[config.mk]
export PLATFORM = sky130hd
export DESIGN_NAME = i2s_port
export DESIGN_NICKNAME = d
export VERILOG_FILES = /design/src/rtl/i2s_port_pkg.sv /design/src/rtl/i2s_clk_ctrl.sv /design/src/rtl/i2s_data_path.sv /design/src/rtl/i2s_port.sv
export SDC_FILE = /design/constraint.sdc
export NUM_CORES = 1
export LEC_CHECK = 0
export BUFFER_PORTS_ARGS = -buffer_cell sky130_fd_sc_hd__buf_2
export CAP_MARGIN = 20
export CORE_MARGIN = 1.5
export CORE_UTILIZATION = 57
export DETAILED_ROUTE_END_ITERATION = 12
export GPL_TIMING_DRIVEN = 0
export HOLD_SLACK_MARGIN = 0.02
export PLACE_DENSITY = 0.79
export SYNTH_ARGS = -nofsm -noshare
export SYNTH_HDL_FRONTEND = slang
export SYNTH_HIERARCHICAL = 1
export SYNTH_SLANG_ARGS = --single-unit
[constraint.sdc]
create_clock -name clk -period 2.3 [get_ports clk]
set_input_delay 0.115 -clock clk [delete_from_list [all_inputs] [get_ports clk]]
set_output_delay 0.115 -clock clk [all_outputs]
set_load 0.01 [all_outputs]
[src/rtl/i2s_port_pkg.sv]
package i2s_port_pkg;
  // Timing strobes from the clock control to the datapath, one system cycle wide.
  typedef struct packed {
    logic bitFall;     // bit clock falls this cycle: shift out the next bit
    logic bitRise;     // bit clock rises this cycle: sample the input bit
    logic frameStart;  // word clock went low at this fall: left channel begins
  } i2sStrobe_t;
endpackage

[src/rtl/i2s_clk_ctrl.sv]
module i2s_clk_ctrl
  import i2s_port_pkg::*;
#(
  parameter int SAMPLE_W    = 16,
  parameter int BCLK_DIV    = 8,
  parameter int SYNC_STAGES = 2
) (
  input  logic       clk,
  input  logic       rstN,
  input  logic       masterMode,
  input  logic       bclkIn,
  input  logic       lrckIn,
  input  logic       sdIn,
  output logic       bclkOut,
  output logic       lrckOut,
  output logic       mclkOe,
  output logic       sdBit,
  output i2sStrobe_t stb
);
  localparam int FRAME_BITS = 2 * SAMPLE_W;
  localparam int CNT_W      = $clog2(BCLK_DIV * FRAME_BITS);
  localparam int PH_W       = $clog2(BCLK_DIV);
  localparam logic [PH_W-1:0] PH_FALL = PH_W'(BCLK_DIV - 1);
  localparam logic [PH_W-1:0] PH_RISE = PH_W'(BCLK_DIV / 2 - 1);

  // Master timing: one counter spans a whole frame.
  logic [CNT_W-1:0] cnt;
  always_ff @(posedge clk or negedge rstN) begin
    if (!rstN)           cnt <= '0;
    else if (masterMode) cnt <= cnt + 1'b1;
    else                 cnt <= '0;
  end

  i2sStrobe_t mStb, sStb;
  assign mStb.bitFall    = (cnt[PH_W-1:0] == PH_FALL);
  assign mStb.bitRise    = (cnt[PH_W-1:0] == PH_RISE);
  assign mStb.frameStart = mStb.bitFall && (cnt == '1);

  // Slave timing: synchronize bit clock, word clock and data alike.
  for (genvar s = 0; s < SYNC_STAGES; s++) begin : g_sync
    logic [2:0] q;
    if (s == 0) begin : g_first
      always_ff @(posedge clk or negedge rstN) begin
        if (!rstN) q <= '0;
        else       q <= {bclkIn, lrckIn, sdIn};
      end
    end else begin : g_next
      always_ff @(posedge clk or negedge rstN) begin
        if (!rstN) q <= '0;
        else       q <= g_sync[s-1].q;
      end
    end
  end

  logic [2:0] syncV;
  assign syncV = g_sync[SYNC_STAGES-1].q;

  logic bclkPrev, lrckAtFall;
  always_ff @(posedge clk or negedge rstN) begin
    if (!rstN) begin
      bclkPrev   <= 1'b0;
      lrckAtFall <= 1'b0;
    end else begin
      bclkPrev <= syncV[2];
      if (sStb.bitFall) lrckAtFall <= syncV[1];
    end
  end

  assign sStb.bitFall    = bclkPrev && !syncV[2];
  assign sStb.bitRise    = !bclkPrev && syncV[2];
  assign sStb.frameStart = sStb.bitFall && !syncV[1] && lrckAtFall;

  assign stb     = masterMode ? mStb : sStb;
  assign sdBit   = masterMode ? sdIn : syncV[0];
  assign bclkOut = masterMode & cnt[PH_W-1];
  assign lrckOut = masterMode & cnt[CNT_W-1];
  assign mclkOe  = masterMode;
endmodule

[src/rtl/i2s_data_path.sv]
module i2s_data_path
  import i2s_port_pkg::*;
#(
  parameter int SAMPLE_W = 16
) (
  input  logic                clk,
  input  logic                rstN,
  input  i2sStrobe_t          stb,
  input  logic                sdBit,
  input  logic                txValid,
  input  logic [SAMPLE_W-1:0] txLeft,
  input  logic [SAMPLE_W-1:0] txRight,
  output logic                txReady,
  output logic                sdOut,
  input  logic                rxReady,
  output logic                rxValid,
  output logic [SAMPLE_W-1:0] rxLeft,
  output logic [SAMPLE_W-1:0] rxRight,
  output logic                underrun
);
  localparam int FRAME_W = 2 * SAMPLE_W;

  logic [FRAME_W-1:0] txHold, txShift, rxShift, rxData, rxNext;
  logic txFull, sdOutQ, frameSeen, rxPending, rxValidQ, underrunQ, txAccept;

  assign txReady  = !txFull;
  assign txAccept = txValid && !txFull;
  assign rxNext   = {rxShift[FRAME_W-2:0], sdBit};

  always_ff @(posedge clk or negedge rstN) begin
    if (!rstN) begin
      txHold    <= '0;
      txShift   <= '0;
      rxShift   <= '0;
      rxData    <= '0;
      txFull    <= 1'b0;
      sdOutQ    <= 1'b0;
      frameSeen <= 1'b0;
      rxPending <= 1'b0;
      rxValidQ  <= 1'b0;
      underrunQ <= 1'b0;
    end else begin
      // Transmit side: the holding register feeds the shifter at frame start.
      if (txAccept) txHold <= {txLeft, txRight};
      if (stb.frameStart)  txFull <= txAccept;
      else if (txAccept)   txFull <= 1'b1;
      if (stb.frameStart && !txFull) underrunQ <= 1'b1;
      if (stb.bitFall) begin
        sdOutQ  <= txShift[FRAME_W-1];
        txShift <= stb.frameStart ? txHold : {txShift[FRAME_W-2:0], 1'b0};
      end
      // Receive side: the frame completes on the first rise after a frame start.
      if (stb.frameStart) begin
        frameSeen <= 1'b1;
        rxPending <= frameSeen;
      end
      if (rxValidQ && rxReady) rxValidQ <= 1'b0;
      if (stb.bitRise) begin
        rxShift <= rxNext;
        if (rxPending) begin
          rxPending <= 1'b0;
          if (!rxValidQ || rxReady) begin
            rxValidQ <= 1'b1;
            rxData   <= rxNext;
          end
        end
      end
    end
  end

  assign sdOut    = sdOutQ;
  assign rxValid  = rxValidQ;
  assign rxLeft   = rxData[FRAME_W-1:SAMPLE_W];
  assign rxRight  = rxData[SAMPLE_W-1:0];
  assign underrun = underrunQ;
endmodule

[src/rtl/i2s_port.sv]
module i2s_port
  import i2s_port_pkg::*;
#(
  parameter int SAMPLE_W    = 16,
  parameter int BCLK_DIV    = 8,
  parameter int SYNC_STAGES = 2
) (
  input  logic                clk,
  input  logic                rstN,
  input  logic                masterMode,
  input  logic                bclkIn,
  input  logic                lrckIn,
  input  logic                sdIn,
  output logic                bclkOut,
  output logic                lrckOut,
  output logic                mclkOut,
  output logic                mclkOe,
  output logic                sdOut,
  input  logic                txValid,
  output logic                txReady,
  input  logic [SAMPLE_W-1:0] txLeft,
  input  logic [SAMPLE_W-1:0] txRight,
  output logic                rxValid,
  input  logic                rxReady,
  output logic [SAMPLE_W-1:0] rxLeft,
  output logic [SAMPLE_W-1:0] rxRight,
  output logic                underrun
);
  i2sStrobe_t stb;
  logic       sdBit;

  i2s_clk_ctrl #(
    .SAMPLE_W(SAMPLE_W), .BCLK_DIV(BCLK_DIV), .SYNC_STAGES(SYNC_STAGES)
  ) ctrl_i (
    .clk(clk), .rstN(rstN), .masterMode(masterMode),
    .bclkIn(bclkIn), .lrckIn(lrckIn), .sdIn(sdIn),
    .bclkOut(bclkOut), .lrckOut(lrckOut), .mclkOe(mclkOe),
    .sdBit(sdBit), .stb(stb)
  );

  i2s_data_path #(.SAMPLE_W(SAMPLE_W)) dp_i (
    .clk(clk), .rstN(rstN), .stb(stb), .sdBit(sdBit),
    .txValid(txValid), .txLeft(txLeft), .txRight(txRight), .txReady(txReady),
    .sdOut(sdOut), .rxReady(rxReady), .rxValid(rxValid),
    .rxLeft(rxLeft), .rxRight(rxRight), .underrun(underrun)
  );

  assign mclkOut = clk;
endmodule

After elaboration in Yosys (flattened, before gate mapping)
Cells that the tools add are included.
Widths: inputs -> output; s select.
{"block": "classes", "add_sub_neg": 1, "eq_ne": 3, "muxes": 13, "bitwise": 2, "reduce_logical": 16}
{"op": "$mux 32", "n": 1}
{"op": "$mux 1", "n": 10}
{"op": "$add 8x1->8 const B", "n": 1}
{"op": "$eq 8x8->1 const B", "n": 1}
{"op": "$logic_and 1x1->1", "n": 8}
{"op": "$mux 8", "n": 1}
{"op": "$logic_not 1->1", "n": 5}
{"op": "$eq 3x2->1 const B", "n": 1}
{"op": "$eq 3x3->1 const B", "n": 1}
{"op": "$mux 3", "n": 1}
{"op": "$reduce_and 3->1", "n": 1}
{"op": "$and 1x1->1", "n": 2}
{"op": "$reduce_bool 2->1", "n": 1}
{"op": "$logic_or 1x1->1", "n": 1}
{"block": "totals", "regBits": 149, "inputBits": 40, "out_inout_bits": 40, "wordCells": 50}

Logic depth before layout (Yosys ltp)
Gate-level depths: netlist of run 1.
{"block": "logic_depth", "word_depth": 8, "ltp_mapped": 8, "mapped_depth_nobuf": 6}

Modules after synthesis
Netlist of run 1, hierarchy kept.
{"module": "i2s_data_path", "n_inst": 1, "cells_each": 359, "area_per_inst_um2": 5227.5, "seq_area_each_um2": 3328.2}
{"module": "i2s_clk_ctrl", "n_inst": 1, "cells_each": 57, "area_per_inst_um2": 676.9, "seq_area_each_um2": 400.4}
{"module": "i2s_port", "n_inst": 1, "cells_each": 1, "area_per_inst_um2": 7.5, "seq_area_each_um2": 0.0}

==> metrics.md, run 1 <==
| Metric | Value |
|---|---|
| Initial Util | `59.7%` |
| Met1 Use GR | `roughly a quarter` |
| Core Footprint | `about 9900 um^2` |
| WL per Instance | `~15 um` |
| Critical setup path kind | `flop to flop` |
| Fmax | `around 500 MHz` |
| Diodes inserted | `0` |
| Vias post-DR | `3,645` |
| Met2 Track Usage GR | `about a third` |
| Gr usage total | `between 20% and 30%` |
| Fin crit period | `between 2 and 2.5 ns` |
| Detailed placement HPWL | `6.87 mm` |
| Synth Register Bits | `between 100 and 150` |
| Pwr Density | `roughly 1000 nW/um^2` |
| Drt first pass iters | `4` |
| Post-synth ARST share | `100%` |
| CP endpoint | `dp_i/txShift[18]` |
| Crit Path Max Fanout | `10` |
| Static Leak | `3.54 nW` |
| Worst endpoint data arrival time | `~2.5 ns` |
| Top FF cell, synth | `dfrtp_1` |
| Post-CTS setup buffer count | `0` |
| I/O pin count | `80` |
| Die Ht | `between 100 and 150 um` |
| Final hold slack | `about 0.063 ns` |
| Reg2Reg Setup Slack | `~0.29 ns` |
| Clk slew on worst S/H paths | `~0.06 ns` |
| Initial drt markers | `approximately 160` |
| Worst setup SP type | `flop` |
| Layout cells sized above 1 | `between 40% and 50%` |
| Hold path depth | `4` |
| Syn nets | `between 400 and 500` |
| Largest family of logic cells by synthesized area | `multiplexers` |
| Worst Tran Pin Value | `0.735 ns` |
| Reg-to-reg endpoint | `dp_i/txShift[18]` |
| Synthesized area | `roughly 5900 um^2` |
| Mux cell area share after synthesis | `24.1%` |
| Die Area | `between 10,000 and 15,000 um^2` |
| YS warnings | `6` |
| Fin. Hold Viols | `0` |
| Simple-gate share of the synthesized area | `4.74%` |
| CP required | `between 2 and 3 ns` |
| RSZ-0062 raised after global routing | `no` |
| Worst setup path startpoint | `ctrl_i/cnt[0]` |
| Fillers | `~650` |
| Post-Synth Adder-Cell Area | `less than 1%` |
| Routed WL | `approximately 11 mm` |
| Syn Inst Count | `between 400 and 500` |
| Die width | `105 um` |
| Clock latency on the worst-skew pair | `approximately 0.63 ns` |
| ANT nets after route | `0` |
| Critical path endpoint category | `flop` |
| DRC Markers | `0` |
| Max VDD drop | `0.000779 V` |
| Hold Path Class | `input port to flop` |
| Max Clock Skew | `~0.0047 ns` |
| Max-slew violation count | `0` |
| Final worst-path cycle share | `between 80% and 90%` |
| Final #Nets | `approximately 600` |
| Max-cap violation count | `0` |
| Reg2reg path depth | `8` |
| Port Buf Inserts | `slightly below 80` |
| Post-synthesis sequential area ratio | `a little over three fifths` |
| Area delta synth->final | `27.0%` |
| Post-synth EDFFs | `0` |
| RD Place Congestion | `around 0.72` |
| Met3 GRT Util | `under 10%` |
| First-pass GRT wire length | `18.2 mm` |
| Pin count of the biggest net entering global routing | `83` |
| Final Core Density | `75.7%` |
| Compound-gate portion of the synthesized area | `approximately 4.2%` |
| Gr ovfl total | `0` |
| Vias in the first global route | `~3,900` |
| R2R Path Start | `ctrl_i/cnt[0]` |
| Post-synthesis xor/xnor area fraction | `less than 1%` |
| Via density | `approximately 5.2` |
| Row cnt | `36` |
| Syn avg cell area | `~14 um^2` |
| GRT busiest layer | `met2` |
| Final setup violation count | `0` |
| CTS tree | `yes` |
| Slew HR | `between 50% and 60%` |
| Initial antenna violation count | `0` |
| Distinct cells, synth | `34` |
| Status | `finished, final reports clean` |
## through the flow
step                setup TNS [ns]  std cells  setup slack [ns]  instance area (um^2)  total power [mW]
floorplan                        0        417             0.582                  5910              4.57
global route                     0        703             0.138                  7510              8.23
global placement           -132.55        629            -0.900                  6470              4.93
detailed placement               0        630             0.348                  6510              5.05
finish                           0        703             0.291                  7510              7.82
CTS                              0        703             0.297                  7510              7.91
## flip-flops by register name, indices dropped and copies added, names as in the netlist, 6 cells and up
| signal | count |
|---|---|
| ctrl_i/cnt | 8 |
| ctrl_i/g_sync.q | 6 |
| dp_i/rxData | 32 |
| dp_i/rxShift | 31 |
| dp_i/txHold | 32 |
| dp_i/txShift | 32 |
## repair_timing
action	4_1_cts	5_1_grt
hold endpoints to repair	126	0
resized for setup	0	0
hold buffers	38	0
## layout by cell type, fill, tap and decap left out, types with 7 or more instances in the layout
cell type	count
clkbuf_8	8
dfrtp_1	149
dlygate4sd3_1	38
a21oi_1	32
buf_2	83
clkbuf_16	16
o21ai_0	7
nor2_1	32
clkbuf_1	7
buf_4	10
mux2i_1	32
mux2_2	97
## cell families (layout without fill, tap and decap cells)
kind of cell,count (synthesis),in the layout
flip-flops,149,149
adder cells (fa/ha/maj),2,2
multiplexers,130,130
buffers and inverters,30,183
XOR/XNOR,3,3
AO/OA/AOI/OAI,45,45
AND/OR/NAND/NOR,58,58
## worst min path at each step
| stage | slack [ns] | to | start |
|---|---|---|---|
| floorplan | -0.18 | ctrl_i/bclkPrev | rstN |
| global placement | 0.23 | ctrl_i/g_sync[0].q[2] | bclkIn |
| detailed placement | 0.21 | dp_i/txHold[10] | rstN |
| CTS | 0.04 | dp_i/txHold[13] | txValid |
| global route | 0.12 | dp_i/txHold[13] | txValid |
| finish | 0.06 | dp_i/txHold[13] | txValid |
## critical path, cell delays in order, from the launching register on
cell,delay (ns)
dfrtp_1,0.42
ha_1,0.23
nand2_1,0.09
nor3_1,0.19
a21o_1,0.15
buf_4,0.19
buf_4,0.25
mux2i_1,0.25
a21oi_1,0.11
## layer usage
metal | vias up | wire length, um
li1 | 1735 | -
met1 | 1823 | 4760
met2 | 77 | 5390
met3 | 10 | 518
met4 | 0 | 133
met5 | - | 0
## Yosys cell counts (2+ instances only)
cell | count | area [um^2]
and2_1 | 5 | 31.3
xnor2_1 | 2 | 17.5
mux2_2 | 97 | 1090
buf_6 | 3 | 33.8
nor2b_1 | 2 | 12.5
nand2_1 | 3 | 11.3
a21o_1 | 2 | 15.0
mux2i_1 | 32 | 320
buf_1 | 2 | 7.51
or3_1 | 2 | 12.5
nor2_1 | 32 | 120
buf_2 | 5 | 25.0
o21ai_0 | 7 | 35.0
a21oi_1 | 32 | 160
buf_4 | 10 | 75.1
inv_1 | 5 | 18.8
clkbuf_1 | 5 | 18.8
nand3_1 | 4 | 20.0
ha_1 | 2 | 25.0
dfrtp_1 | 149 | 3730
a21boi_0 | 2 | 15.0
nand2b_1 | 2 | 12.5
## where the power goes
group	internal, mW	leakage (nW)	total, mW	switching [mW]
sequential	3.30	1.84	3.67	0.377
combinational	0.766	1.39	1.32	0.556
clock	1.79	0.314	2.83	1.04
total	5.85	3.54	7.82	1.97
## layout make-up
| class | count | area [um^2] | area share, % |
|---|---|---|---|
| timing repair buffer | 117 | 805 | 10.7 |
| multi-input combinational | 238 | 2000 | 26.7 |
| inverter | 5 | 18.8 | 0.250 |
| clock inverter | 9 | 100 | 1.33 |
| buffer | 25 | 160 | 2.13 |
| tap | 133 | 166 | 2.22 |
| sequential | 149 | 3730 | 49.7 |
| clock buffer | 27 | 523 | 6.97 |
No activity file was read; power rests on OpenSTA's default activity.
==> inputs of run 2 (changes only) <==
--- a/config.mk
+++ b/config.mk
@@ -12,6 +12,7 @@
 export DETAILED_ROUTE_END_ITERATION = 12
 export GPL_TIMING_DRIVEN = 0
 export HOLD_SLACK_MARGIN = 0.02
+export MAX_ROUTING_LAYER = met4
 export PLACE_DENSITY = 0.79
 export SYNTH_ARGS = -nofsm -noshare
 export SYNTH_HDL_FRONTEND = slang
==> metrics.md, run 2 (synthesis gave the netlist of run 1 again) <==
| Metric | Value |
|---|---|
| Vias in the first global route | `between 3,000 and 4,000` |
| Area delta synth->final | `27.0%` |
| Port Buf Inserts | `between 70 and 80` |
| Post_cts resized | `0` |
| First-pass GRT wire length | `~18 mm` |
| Status | `finished, final reports clean` |
| Leading cell types in the layout, fill and taps excluded | `149 x dfrtp_1, 97 x mux2_2, 83 x buf_2` |
| Final hold slack | `around 0.065 ns` |
| Clk slew on worst S/H paths | `roughly 0.060 ns` |
| Worst setup SP type | `flop` |
| Die Ht | `105 um` |
| Worst setup path startpoint | `ctrl_i/cnt[0]` |
| Layout cells sized above 1 | `40.7%` |
| Detailed placement HPWL | `about 6.9 mm` |
| Worst Tran Pin Value | `around 0.74 ns` |
| RSZ-0062 raised after global routing | `no` |
| Pin count of the biggest net entering global routing | `83` |
| ANT nets after route | `0` |
| Fmax | `496 MHz` |
| Initial Util | `about three fifths` |
| Vias post-DR | `between 3,000 and 4,000` |
| Critical path's largest stage delay | `roughly 0.42 ns` |
| Max Clock Skew | `between 0.004 and 0.005 ns` |
| Static Leak | `around 3.5 nW` |
| R2R Path Start | `ctrl_i/cnt[0]` |
| Final worst-path cycle share | `87.6%` |
| Core Footprint | `between 9000 and 10,000 um^2` |
| Hold Path Class | `input port to flop` |
| CP max stage cell | `dfrtp_1` |
| Fillers | `~650` |
| Hold-fix buffers, CTS | `38` |
| Pre-CTS setup slack | `between 0.3 and 0.4 ns` |
| Via density | `5.20` |
| Pwr Density | `1040 nW/um^2` |
| Hold Startpoint | `txValid` |
| Initial drt markers | `160` |
| Fin Setup TNS | `0 ns` |
| Die Area | `11,000 um^2` |
| DRC Markers | `0` |
| RD Place Congestion | `slightly above 0.7` |
| Slew HR | `50.7%` |
| Fin. Hold Viols | `0` |
| Die width | `between 100 and 150 um` |
| Setup ws final | `approximately 0.28 ns` |
| Initial antenna violation count | `0` |
| Placed cell count | `630` |
| Top Registers | `dp_i/rxData x32, dp_i/txHold x32, dp_i/txShift x32` |
| Crit Path Max Fanout | `10` |
| Clock latency on the worst-skew pair | `0.63 ns` |
| Bufs and invs on worst path | `2` |
| Total power | `7.83 mW` |
| Max-cap violation count | `0` |
| Worst endpoint data arrival time | `around 2.5 ns` |
| Row cnt | `36` |
| Commonest non-fill, non-tap cell in the layout | `dfrtp_1` |
| Final #Nets | `about 600` |
| Max VDD drop | `0.000782 V` |
| CP Cell Sequence | `ha_1 > nand3b_1 > o21ai_0 > buf_4 > nand2_2 > a21oi_4 > buf_6 > mux2_2` |
| Gr usage total | `22.2%` |
| Critical setup path kind | `flop to flop` |
| Drt first pass iters | `4` |
| CP delay by family, top | `flip-flops` |
| I/O pin count | `80` |
| Final setup violation count | `0` |
| Post-CTS setup buffer count | `0` |
| Routed WL | `roughly 11 mm` |
| Gr ovfl total | `0` |
| Diodes inserted | `0` |
| Post-Layout Cell Count | `~700` |
| CP required | `between 2 and 3 ns` |
| CTS tree | `yes` |
| WL per Instance | `15.5 um` |
| Max-slew violation count | `0` |
| Fin crit period | `2.02 ns` |
| Critical path endpoint category | `flop` |
-- run 2: cell counts in the layout (fill, tap and decap cells not counted) --
Identical to the previous run, type by type.
-- run 2: layout make-up --
cell class                 instances  area (um^2)  area share (%)
sequential                       149         3730            49.7
multi-input combinational        238         2000            26.7
timing repair buffer             117          805            10.7
clock buffer                      27          523            6.97
tap                              133          166            2.22
buffer                            25          160            2.13
clock inverter                     9          100            1.33
inverter                           5         18.8           0.250
-- run 2: power by group --
part           internal [mW]  leakage (nW)  switching, mW
clock                   1.79         0.314           1.04
sequential              3.30          1.84          0.376
combinational          0.766          1.39          0.558
-- run 2: final timing paths --
path | end | slack [ns] | depth (start not counted)
max reg2reg | dp_i/rxData[21] | 0.28 | 8
min reg2reg | ctrl_i/g_sync[1].q[0] | 0.35 | 0
min | dp_i/txHold[13] | 0.06 | 4
max in group asynchronous | dp_i/rxShift[30] | 1.41 | 3
min in group asynchronous | dp_i/txShift[7] | 0.11 | 2
max | dp_i/rxData[21] | 0.28 | 8
-- run 2: stage by stage --
stage               util, %  instance area, um^2
floorplan                 -                 5910
global placement       65.3                 6470
detailed placement     65.7                 6510
CTS                    75.7                 7510
global route           75.7                 7510
finish                 75.7                 7510
-- run 2: tightest hold or removal path, delay by kind of cell --
family	cells	cell delay, ns
and+or+nand+nor	1	0.11
muxes	1	0.17
buffers and inverters	2	0.26
-- run 2: metal layers --
metal	global-route usage [%]	up-vias	routed length [um]
met2	34.5	83	5400
met1	26.6	1828	4860
met3	6.61	12	480
met5	-	-	0
met4	10.8	0	122
li1	-	1734	-
